==> config.mk <==
export PLATFORM = sky130hd
export DESIGN_NAME = pwm_timebase
export DESIGN_NICKNAME = d
export VERILOG_FILES = /design/src/rtl/pwm_tbase_pkg.sv /design/src/rtl/tbase_regs.sv /design/src/rtl/tbase_prescaler.sv /design/src/rtl/tbase_counter.sv /design/src/rtl/tbase_syncout.sv /design/src/rtl/pwm_timebase.sv
export SDC_FILE = /design/constraint.sdc
export NUM_CORES = 1
export LEC_CHECK = 0
export BUFFER_PORTS_ARGS = -buffer_cell sky130_fd_sc_hd__buf_2
export CAP_MARGIN = 20
export CORE_UTILIZATION = 55
export CTS_CLUSTER_DIAMETER = 80
export DETAILED_ROUTE_END_ITERATION = 16
export PLACE_DENSITY = 0.8
export SLEW_MARGIN = 20
export SYNTH_ARGS = -nofsm -noshare
export SYNTH_HDL_FRONTEND = slang
export SYNTH_HIERARCHICAL = 1
export SYNTH_SLANG_ARGS = --single-unit
==> constraint.sdc <==
create_clock -name clk -period 4.2 [get_ports clk]
set_input_delay 0.84 -clock clk [delete_from_list [all_inputs] [get_ports clk]]
set_output_delay 0.84 -clock clk [all_outputs]
set_load 0.01 [all_outputs]
==> src/rtl/pwm_tbase_pkg.sv <==
package pwm_tbase_pkg;

    typedef enum logic [1:0] {
        MODE_UP   = 2'b00,
        MODE_DOWN = 2'b01,
        MODE_UPDN = 2'b10,
        MODE_HALT = 2'b11
    } cnt_mode_e;

    typedef enum logic [1:0] {
        SYO_PASS = 2'b00,
        SYO_ZERO = 2'b01,
        SYO_CMPB = 2'b10,
        SYO_OFF  = 2'b11
    } sync_src_e;

    typedef enum logic [1:0] {
        ST_IDLE = 2'b00,
        ST_RISE = 2'b01,
        ST_FALL = 2'b10
    } cnt_state_e;

    // Control word, MSB first: prescale, post-sync dir, sw sync,
    // sync source, shadow enable, phase enable, mode
    typedef struct packed {
        logic [2:0] ps;
        logic       post_up;
        logic       sw;
        sync_src_e  sync_sel;
        logic       shadow_en;
        logic       phase_en;
        cnt_mode_e  mode;
    } ctrl_t;

    localparam int CTRL_W = $bits(ctrl_t);
    localparam int ADDR_W = 2;

    localparam logic [ADDR_W-1:0] ADDR_CTRL = 2'd0;
    localparam logic [ADDR_W-1:0] ADDR_PRD  = 2'd1;
    localparam logic [ADDR_W-1:0] ADDR_PHS  = 2'd2;
    localparam logic [ADDR_W-1:0] ADDR_CNT  = 2'd3;

    localparam ctrl_t CTRL_RESET = '{
        ps:        3'd0,
        post_up:   1'b0,
        sw:        1'b0,
        sync_sel:  SYO_OFF,
        shadow_en: 1'b0,
        phase_en:  1'b0,
        mode:      MODE_HALT
    };

endpackage

==> src/rtl/tbase_regs.sv <==
module tbase_regs
    import pwm_tbase_pkg::*;
#(
    parameter int CNT_W = 16
) (
    input  logic              clk,
    input  logic              rst_n,
    input  logic              wr_en,
    input  logic [ADDR_W-1:0] wr_addr,
    input  logic [CNT_W-1:0]  wr_data,
    input  logic [ADDR_W-1:0] rd_addr,
    input  logic [CNT_W-1:0]  count,
    input  logic              zero_hit,
    output ctrl_t             ctrl_q,
    output logic              sw_sync,
    output logic              cnt_wr,
    output logic [CNT_W-1:0]  prd_active,
    output logic [CNT_W-1:0]  phase_q,
    output logic [CNT_W-1:0]  rd_data
);

    localparam int PAD_W = CNT_W - CTRL_W;

    ctrl_t            wr_ctrl;
    logic             ctrl_wr;
    logic             prd_wr;
    logic             phs_wr;
    logic             prd_xfer;
    logic             sw_req;
    logic [CNT_W-1:0] prd_shadow;

    always_comb begin
        wr_ctrl    = ctrl_t'(wr_data[CTRL_W-1:0]);
        sw_req     = wr_ctrl.sw;
        wr_ctrl.sw = 1'b0;
    end

    assign ctrl_wr  = wr_en && (wr_addr == ADDR_CTRL);
    assign prd_wr   = wr_en && (wr_addr == ADDR_PRD);
    assign phs_wr   = wr_en && (wr_addr == ADDR_PHS);
    assign cnt_wr   = wr_en && (wr_addr == ADDR_CNT);
    assign sw_sync  = ctrl_wr && sw_req;
    assign prd_xfer = ctrl_q.shadow_en && zero_hit;

    always_ff @(posedge clk or negedge rst_n) begin
        if (!rst_n) begin
            ctrl_q  <= CTRL_RESET;
            phase_q <= '0;
        end else begin
            if (ctrl_wr) ctrl_q  <= wr_ctrl;
            if (phs_wr)  phase_q <= wr_data;
        end
    end

    // The shadow always takes the write; the active copy either follows
    // at once or waits for the next counted arrival at zero.
    always_ff @(posedge clk or negedge rst_n) begin
        if (!rst_n) begin
            prd_shadow <= '0;
            prd_active <= '0;
        end else begin
            if (prd_wr) prd_shadow <= wr_data;
            if (prd_wr && !ctrl_q.shadow_en) begin
                prd_active <= wr_data;
            end else if (prd_xfer) begin
                prd_active <= prd_shadow;
            end
        end
    end

    always_comb begin
        unique case (rd_addr)
            ADDR_CTRL: rd_data = {{PAD_W{1'b0}}, ctrl_q};
            ADDR_PRD:  rd_data = prd_active;
            ADDR_PHS:  rd_data = phase_q;
            ADDR_CNT:  rd_data = count;
            default:   rd_data = '0;
        endcase
    end

endmodule

==> src/rtl/tbase_prescaler.sv <==
module tbase_prescaler #(
    parameter int PS_W = 3
) (
    input  logic            clk,
    input  logic            rst_n,
    input  logic            clr,
    input  logic [PS_W-1:0] ps,
    output logic            tick
);

    localparam int DIV_W = (1 << PS_W) - 1;

    logic [DIV_W-1:0] div_q;
    logic [DIV_W-1:0] lim;

    // lim = 2^ps - 1 as a right-aligned run of ones
    assign lim  = {DIV_W{1'b1}} >> (DIV_W - int'(ps));
    assign tick = (div_q >= lim) && !clr;

    always_ff @(posedge clk or negedge rst_n) begin
        if (!rst_n) begin
            div_q <= '0;
        end else if (clr || (div_q >= lim)) begin
            div_q <= '0;
        end else begin
            div_q <= div_q + 1'b1;
        end
    end

endmodule

==> src/rtl/tbase_counter.sv <==
module tbase_counter
    import pwm_tbase_pkg::*;
#(
    parameter int CNT_W = 16
) (
    input  logic             clk,
    input  logic             rst_n,
    input  cnt_mode_e        mode,
    input  logic             tick,
    input  logic [CNT_W-1:0] prd,
    input  logic             sync_load,
    input  logic [CNT_W-1:0] phase,
    input  logic             post_up,
    input  logic             cnt_wr,
    input  logic [CNT_W-1:0] cnt_wr_val,
    output logic [CNT_W-1:0] count,
    output logic             dir,
    output logic             zero_hit,
    output logic             zero_evt,
    output logic             prd_evt
);

    localparam logic [CNT_W-1:0] ONE = CNT_W'(1);

    cnt_state_e       st_q, st_d;
    logic [CNT_W-1:0] cnt_q, cnt_d;
    logic             step;
    logic             prd_hit;

    always_comb begin
        st_d  = st_q;
        cnt_d = cnt_q;
        step  = 1'b0;
        unique case (st_q)
            ST_IDLE: begin
                if (mode == MODE_DOWN) begin
                    st_d = ST_FALL;
                end else if (mode != MODE_HALT) begin
                    st_d = ST_RISE;
                end
            end
            ST_RISE: begin
                if (mode == MODE_HALT) begin
                    st_d = ST_IDLE;
                end else if (mode == MODE_DOWN) begin
                    st_d = ST_FALL;
                end else if (tick) begin
                    step = 1'b1;
                    if (mode == MODE_UP) begin
                        cnt_d = (cnt_q >= prd) ? '0 : cnt_q + ONE;
                    end else if (cnt_q >= prd) begin
                        st_d  = ST_FALL;
                        cnt_d = (cnt_q == '0) ? '0 : cnt_q - ONE;
                    end else begin
                        cnt_d = cnt_q + ONE;
                    end
                end
            end
            ST_FALL: begin
                if (mode == MODE_HALT) begin
                    st_d = ST_IDLE;
                end else if (mode == MODE_UP) begin
                    st_d = ST_RISE;
                end else if (tick) begin
                    step = 1'b1;
                    if (mode == MODE_DOWN) begin
                        cnt_d = (cnt_q == '0) ? prd : cnt_q - ONE;
                    end else if (cnt_q == '0) begin
                        st_d  = ST_RISE;
                        cnt_d = (prd == '0) ? '0 : ONE;
                    end else begin
                        cnt_d = cnt_q - ONE;
                    end
                end
            end
            default: st_d = ST_IDLE;
        endcase

        // Loads override counting; a sync load outranks a register write.
        if (sync_load) begin
            step  = 1'b0;
            cnt_d = phase;
            if (mode == MODE_UPDN) begin
                st_d = post_up ? ST_RISE : ST_FALL;
            end
        end else if (cnt_wr) begin
            step  = 1'b0;
            cnt_d = cnt_wr_val;
        end
    end

    assign zero_hit = step && (cnt_d == '0);
    assign prd_hit  = step && (cnt_d == prd);

    always_ff @(posedge clk or negedge rst_n) begin
        if (!rst_n) begin
            st_q  <= ST_IDLE;
            cnt_q <= '0;
        end else begin
            st_q  <= st_d;
            cnt_q <= cnt_d;
        end
    end

    always_ff @(posedge clk or negedge rst_n) begin
        if (!rst_n) begin
            zero_evt <= 1'b0;
            prd_evt  <= 1'b0;
        end else begin
            zero_evt <= zero_hit;
            prd_evt  <= prd_hit;
        end
    end

    assign count = cnt_q;
    assign dir   = (st_q == ST_RISE);

endmodule

==> src/rtl/tbase_syncout.sv <==
module tbase_syncout
    import pwm_tbase_pkg::*;
(
    input  logic      clk,
    input  logic      rst_n,
    input  sync_src_e sel,
    input  logic      sync_evt,
    input  logic      zero_hit,
    input  logic      cmpb_match,
    output logic      sync_out
);

    logic src;

    always_comb begin
        unique case (sel)
            SYO_PASS: src = sync_evt;
            SYO_ZERO: src = zero_hit;
            SYO_CMPB: src = cmpb_match;
            SYO_OFF:  src = 1'b0;
            default:  src = 1'b0;
        endcase
    end

    always_ff @(posedge clk or negedge rst_n) begin
        if (!rst_n) begin
            sync_out <= 1'b0;
        end else begin
            sync_out <= src;
        end
    end

endmodule

==> src/rtl/pwm_timebase.sv <==
module pwm_timebase
    import pwm_tbase_pkg::*;
#(
    parameter int CNT_W = 16,
    parameter int PS_W  = 3
) (
    input  logic              clk,
    input  logic              rst_n,
    input  logic              wr_en,
    input  logic [ADDR_W-1:0] wr_addr,
    input  logic [CNT_W-1:0]  wr_data,
    input  logic [ADDR_W-1:0] rd_addr,
    output logic [CNT_W-1:0]  rd_data,
    input  logic              sync_in,
    input  logic              cmpb_match,
    output logic [CNT_W-1:0]  count,
    output logic              dir,
    output logic              tick_zero,
    output logic              tick_period,
    output logic              sync_out
);

    ctrl_t            ctrl_q;
    logic             sw_sync;
    logic             cnt_wr;
    logic             sync_evt;
    logic             sync_load;
    logic             tick;
    logic             zero_hit;
    logic [CNT_W-1:0] prd_active;
    logic [CNT_W-1:0] phase_q;

    assign sync_evt  = sync_in || sw_sync;
    assign sync_load = sync_evt && ctrl_q.phase_en;

    tbase_regs #(.CNT_W(CNT_W)) u_regs (
        .clk        (clk),
        .rst_n      (rst_n),
        .wr_en      (wr_en),
        .wr_addr    (wr_addr),
        .wr_data    (wr_data),
        .rd_addr    (rd_addr),
        .count      (count),
        .zero_hit   (zero_hit),
        .ctrl_q     (ctrl_q),
        .sw_sync    (sw_sync),
        .cnt_wr     (cnt_wr),
        .prd_active (prd_active),
        .phase_q    (phase_q),
        .rd_data    (rd_data)
    );

    tbase_prescaler #(.PS_W(PS_W)) u_presc (
        .clk   (clk),
        .rst_n (rst_n),
        .clr   (sync_load),
        .ps    (ctrl_q.ps[PS_W-1:0]),
        .tick  (tick)
    );

    tbase_counter #(.CNT_W(CNT_W)) u_cnt (
        .clk        (clk),
        .rst_n      (rst_n),
        .mode       (ctrl_q.mode),
        .tick       (tick),
        .prd        (prd_active),
        .sync_load  (sync_load),
        .phase      (phase_q),
        .post_up    (ctrl_q.post_up),
        .cnt_wr     (cnt_wr),
        .cnt_wr_val (wr_data),
        .count      (count),
        .dir        (dir),
        .zero_hit   (zero_hit),
        .zero_evt   (tick_zero),
        .prd_evt    (tick_period)
    );

    tbase_syncout u_syo (
        .clk        (clk),
        .rst_n      (rst_n),
        .sel        (ctrl_q.sync_sel),
        .sync_evt   (sync_evt),
        .zero_hit   (zero_hit),
        .cmpb_match (cmpb_match),
        .sync_out   (sync_out)
    );

endmodule

; Word-level counts from Yosys, hierarchy flattened
; Index checks and enable logic that the tools add are counted.
[classes]
addsub = 4
magnitude_cmp = 2
n_eq_ne = 16
shift = 1
muxes = 46
n_reduce_logical = 24
[ops]
columns = operator, n
row1 = $mux 16, 17
row2 = $pmux 16 s4, 1
row3 = $logic_not 16->1, 3
row4 = $pmux 16 s2, 1
row5 = $shr 7x32->7 const A, 1
row6 = $mux 2, 15
row7 = $eq 2x2->1 const B, 9
row8 = $add 16x1->16 const B, 1
row9 = $eq 16x16->1, 1
row10 = $ge 16x16->1, 1
row11 = $sub 16x1->16 const B, 1
row12 = $logic_and 1x1->1, 11
row13 = $eq 2x1->1 const B, 5
row14 = $logic_not 2->1, 5
row15 = $mux 1, 8
row16 = $add 7x1->7 const B, 1
row17 = $ge 7x7->1, 1
row18 = $mux 7, 1
row19 = $pmux 2 s3, 1
row20 = $pmux 1 s4, 1
row21 = $sub 3x3->4 const A, 1
row22 = $logic_not 1->1, 2
row23 = $logic_or 1x1->1, 2
row24 = $ne 2x2->1 const B, 1
row25 = other kinds (2), 2
[totals]
regBits = 86
input_bits = 25
output_inout_bits = 36
wordCells = 108

; Logic depth before layout (Yosys ltp)
[logic_depth]
ltp_word = 18
mapped_depth = 20

; By module
; The synthesis kept the hierarchy.
[by_module_without_submodules]
columns = mod, n_inst, cells_each, area_each_um2, seq_area_each_um2
row1 = tbase_counter, 1, 545, 3872.5, 500.5
row2 = tbase_regs, 1, 180, 2722.6, 1456.4
row3 = tbase_prescaler, 1, 54, 480.5, 175.2
row4 = tbase_syncout, 1, 4, 45.0, 25.0
row5 = pwm_timebase, 1, 2, 13.8, 0.0

; Worst setup path after synthesis
; OpenSTA, ideal clock, no wires.
[synth_timing]
kind = input-to-reg
from = input wr_addr[1]
to = register u_regs.prd_active[9]
setup_ns = 0.126
arrival_ns = 4.780
required_time_ns = 4.074
setup_slack_ns = -0.707
path_stages = 18
path_buffers = 3
cell_sequence = nor3b_1 -> buf_2 -> and2_1 -> o21a_1 -> nor2_1 -> clkbuf_1 -> nand2_1 -> nor2_1 -> a32o_1 -> nor3_1 -> o311a_1 -> o31ai_1 -> mux2_2 -> or4_1 -> nor4_2 -> a21oi_2 -> buf_6 -> a221o_2
[synth_via]
elab_chain_len = 17
word_cells_on_any_way = 34
cone_classes = eq/ne (2) / mux (18) / reduce/logical (14)
[synth_rtl]
columns = element, line
row1 = "start, declared", pwm_timebase.sv:10  ; input logic [ADDR_W-1:0] wr_addr,
row2 = $logic_not 2->1 *, tbase_regs.sv:38  ; assign ctrl_wr = wr_en && (wr_addr == ADDR_CTRL);
row3 = $logic_and 1x1->1 *, tbase_regs.sv:38
row4 = $logic_and 1x1->1 *, tbase_regs.sv:42  ; assign sw_sync = ctrl_wr && sw_req;
row5 = named net sw_sync, pwm_timebase.sv:24  ; logic sw_sync;
row6 = $logic_or 1x1->1 *, pwm_timebase.sv:33  ; assign sync_evt = sync_in || sw_sync;
row7 = $logic_and 1x1->1 *, pwm_timebase.sv:34  ; assign sync_load = sync_evt && ctrl_q.phase_en;
row8 = named net sync_load, pwm_timebase.sv:27  ; logic sync_load;
row9 = $logic_not 1->1 *, tbase_prescaler.sv:18  ; assign tick = (div_q >= lim) && !clr;
row10 = [... 1 more ...], n/a
row11 = named net tick, pwm_timebase.sv:28  ; logic tick;
row12 = [... 4 more ...], n/a
row13 = $mux 16 *, tbase_counter.sv:86  ; end else if (cnt_wr) begin
row14 = $mux 16 *, tbase_counter.sv:80  ; if (sync_load) begin
row15 = named net u_cnt.cnt_d[12], tbase_counter.sv:26  ; logic [CNT_W-1:0] cnt_q, cnt_d;
row16 = $logic_not 16->1 *, tbase_counter.sv:92  ; assign zero_hit = step && (cnt_d == '0);
row17 = $logic_and 1x1->1 *, tbase_counter.sv:92
row18 = named net zero_hit, pwm_timebase.sv:29  ; logic zero_hit;
row19 = $logic_and 1x1->1 *, tbase_regs.sv:43  ; assign prd_xfer = ctrl_q.shadow_en && zero_hit;
row20 = $reduce_bool 2->1 (no line) *, n/a
row21 = "end signal, assigned", tbase_regs.sv:64  ; prd_active <= wr_data;
row22 = "end signal, assigned", tbase_regs.sv:66  ; prd_active <= prd_shadow;
row23 = "end, declared", tbase_regs.sv:17  ; output logic [CNT_W-1:0] prd_active,
; Mark *: on every way through the listed nets, which the timed path passes. The rest lies on a longest branch.
; A chain may end at the register's enable or synchronous reset.

; Final worst setup path
[layout_timing]
from = register u_cnt.cnt_q[0] (netlist: u_cnt/count[0])
to = register u_syo.sync_out
[layout_via]
elab_chain_len = 13
word_cells_on_any_way = 23
cone_classes = add/sub (2) / order compare (1) / mux (17) / reduce/logical (3)
[layout_rtl]
columns = element, line
row1 = "start, declared", tbase_counter.sv:26
row2 = "start signal, assigned", tbase_counter.sv:101  ; cnt_q <= cnt_d;
row3 = $sub 16x1->16 / $logic_not 16->1 (equally long branches), n/a
row4 = $mux 16, tbase_counter.sv:53  ; cnt_d = (cnt_q == '0) ? '0 : cnt_q - ONE;
row5 = $mux 16, tbase_counter.sv:51  ; end else if (cnt_q >= prd) begin
row6 = $mux 16, tbase_counter.sv:49  ; if (mode == MODE_UP) begin
row7 = $mux 16, tbase_counter.sv:47  ; end else if (tick) begin
row8 = $mux 16, tbase_counter.sv:45  ; end else if (mode == MODE_DOWN) begin
row9 = $mux 16, tbase_counter.sv:43  ; if (mode == MODE_HALT) begin
row10 = $pmux 16 s2 *, tbase_counter.sv:34  ; unique case (st_q)
row11 = $mux 16 *, tbase_counter.sv:86
row12 = $mux 16 *, tbase_counter.sv:80
row13 = named net u_cnt.cnt_d[3], tbase_counter.sv:26
row14 = $logic_not 16->1 *, tbase_counter.sv:92
row15 = $logic_and 1x1->1 *, tbase_counter.sv:92
row16 = named net zero_hit, pwm_timebase.sv:29
row17 = $pmux 1 s4 *, tbase_syncout.sv:16  ; unique case (sel)
row18 = named net u_syo.src, tbase_syncout.sv:13  ; logic src;
row19 = "end signal, assigned", tbase_syncout.sv:29  ; sync_out <= src;
row20 = "end, declared", tbase_syncout.sv:10  ; output logic sync_out
; Marks and branches as above.

==> flow_summary.ini <==
[status]
outcome = complete, but fails checks
violations = negative setup slack

[yosys]
netlist_area_sq_um = 7120
synth_cells = 783
syn_area_per_cell_sq_um = 9.10
synthesis.nets = 838
ys_warn_count = 6

[clocking]
cts_hold_buf = 0
cts_num_sinks = 86
root_buffer = clkbuf_16
cts_buffers = 9
path_clk_slew_ns = 0.08
clockBufferDepth = 2
cts_tree = done
clk_latency_ns = 0.36
htreeDepth = 3

[power_and_ir_drop]
ir_drop_v = 0.000509
p_int_w = 0.00349
switchingPower_w = 0.00328
swShare_pct = 48.5
leakage_nw = 3.98
p_clk_share_pct = 12.6
combPwrFrac_pct = 69.1
p_per_area_nw_per_um2 = 740
seqPwrFrac_pct = 18.4

[finish]
final_common_cell = buf_4
final_cell_mix = buf_4, dfrtp_1, buf_2, nand2_1, nor2_1
num_antenna_cells = 0
final_cells = 1138
layout-drive-gt1-share_pct = 38.7
nets = 1016
area_growth_pct = 28.6

[route]
routed_wl_microns = 30500
first_iter_violations = 1322
ant_nets = 0
drtPass1Iterations = 8
routedWlPerCell_microns = 26.8
drc_errors = 0
via_per_inst = 7.13
vias = 8111

[placement]
place_ws_ns = -0.432
dp_cells = 1111
portBuffers = 60
dp_hpwl_microns = 21400
gp_congestion = 1.00

[critical_path]
cp-endpoint = u_syo/sync_out
cp.depth = 19
cp_slowest_cell = a221oi_1
cp_top_family = compound AO/OA/AOI/OAI gates
crit_buf_inv = 6
rrSetupSlack_ns = -0.44
crit_type = register to register
crit_path_end_kind = register
path_cells = inv_1, ha_1, nand2b_1, a2111oi_4, buf_4, o32a_1, nand2_2, buf_4, a21oi_1, o21ai_0, a221oi_1, nand2_1, mux2_2, nor4_4, buf_6, buf_6, buf_6, mux2i_1, o22ai_1
crit_start = u_cnt/count[0]
r2r_start = u_cnt/count[0]
slowest_delay_ns = 0.52
crit_top_cell = buf_6
critPathRequiredTime_ns = 4.46
startpoint_type = register
arrival_ns = 4.91
reg2regPathDepth = 19
r2r_end = u_syo/sync_out
path_max_fanout = 8

[die]
io_pins = 61
core-area_sq_um = 12600
dieWidth_microns = 116
initial_core_util_pct = 56.4
rows = 41
die-area_sq_um = 13400
dieHeight_microns = 116

[sta]
drv_slew = 0
fin_skew_ns = 0.0112
timing.final.ws_setup_ns = -0.441
slew_headroom_pct = 26.8
max_freq_mhz = 215
hold_ws_ns = 0.521
min_period_over_period_pct = 110
min_period_ns = 4.64
setup-violations-final = 19
worstMarginPinSlew_ns = 1.09
rsz0062_at_grt = true
hold_viol_final = 0

[global_route]
grt_max_degree = 65
grt_pass1_vias = 7580
grt_pass1_wl_microns = 44800
globalRoute.totalOverflow = 0
grtUsageTotal_pct = 45.8
antenna_found_initial = 0

[worst_hold_path]
worstHoldPathType = register to register

[run]
max_cap_viol_count = 0
-- power by group through the flow --
stage | Clock, W | Combinational (W) | Sequential (W)
after floorplan | 0 | 0.00235 | 0.00132
after global placement | 0 | 0.00418 | 0.00121
after detailed placement | 0 | 0.00423 | 0.00123
after CTS | 0.000849 | 0.00432 | 0.00123
after global routing | 0.000882 | 0.00486 | 0.00126
final | 0.000851 | 0.00468 | 0.00124
-- area by class of cell --
class | instances | area [sq um]
Inverter | 37 | 139
Timing Repair Buffer | 219 | 1540
Multi-Input combinational cell | 608 | 4800
Fill cell | 947 | 3460
Clock buffer | 10 | 229
Clock inverter | 6 | 78.8
Tap cell | 172 | 215
Sequential cell | 86 | 2160
-- routing by layer --
metal | vias up | share of wire (%) | track usage (%) | wire [microns]
met5 | - | 0 | 0 | 0
met4 | 0 | 5.9 | 22.7 | 1810
met3 | 150 | 12 | 10.8 | 3540
met2 | 714 | 45 | 72.1 | 13800
met1 | 3891 | 37 | 59.3 | 11400
li1 | 3356 | - | - | -
-- worst min path at each step --
stage | from | cells past startpoint | slack [ns] | end
after global placement | u_regs/prd_shadow[9] | 1 | 0.48 | u_regs/prd_shadow[9]
after global routing | u_regs/prd_shadow[12] | 1 | 0.53 | u_regs/prd_shadow[12]
after CTS | u_regs/prd_shadow[12] | 1 | 0.51 | u_regs/prd_shadow[12]
after detailed placement | u_regs/prd_shadow[4] | 1 | 0.49 | u_regs/prd_shadow[4]
final | u_regs/prd_shadow[2] | 1 | 0.52 | u_regs/prd_shadow[2]
after floorplan | u_presc/div_q[0] | 1 | 0.47 | u_presc/div_q[0]
-- through the flow --
| step | TNS, ns | cell area [sq um] | power [W] | utilization [%] |
|---|---|---|---|---|
| final | -7.27 | 9160 | 0.00677 | 72.6 |
| after global routing | -9.50 | 9160 | 0.00701 | 72.6 |
| after CTS | -4.56 | 9030 | 0.00640 | 71.6 |
| after detailed placement | -6.59 | 8590 | 0.00547 | 68.1 |
| after global placement | -7.18 | 8590 | 0.00539 | 68.1 |
| after floorplan | -0.611 | 7240 | 0.00366 | - |
-- repair_timing --
item | in CTS | in global routing
pin swaps | 16 | 18
gates resized for setup | 21 | 17
setup buffers | 6 | 4
endpoints found under the hold margin | 0 | 0
gates cloned | 1 | 0
setup endpoints to repair | 19 | 19
-- state kept, by name, summed over array words and instances, names as in the netlist --
signal             flops
u_cnt/count           16
u_cnt/prd_evt          1
u_cnt/st_q             2
u_cnt/zero_evt         1
u_presc/div_q          7
u_regs/ctrl_q         10
u_regs/phase_q        16
u_regs/prd_active     16
u_regs/prd_shadow     16
u_syo/sync_out         1
Note: power is estimated with default switching activity, not from simulation.
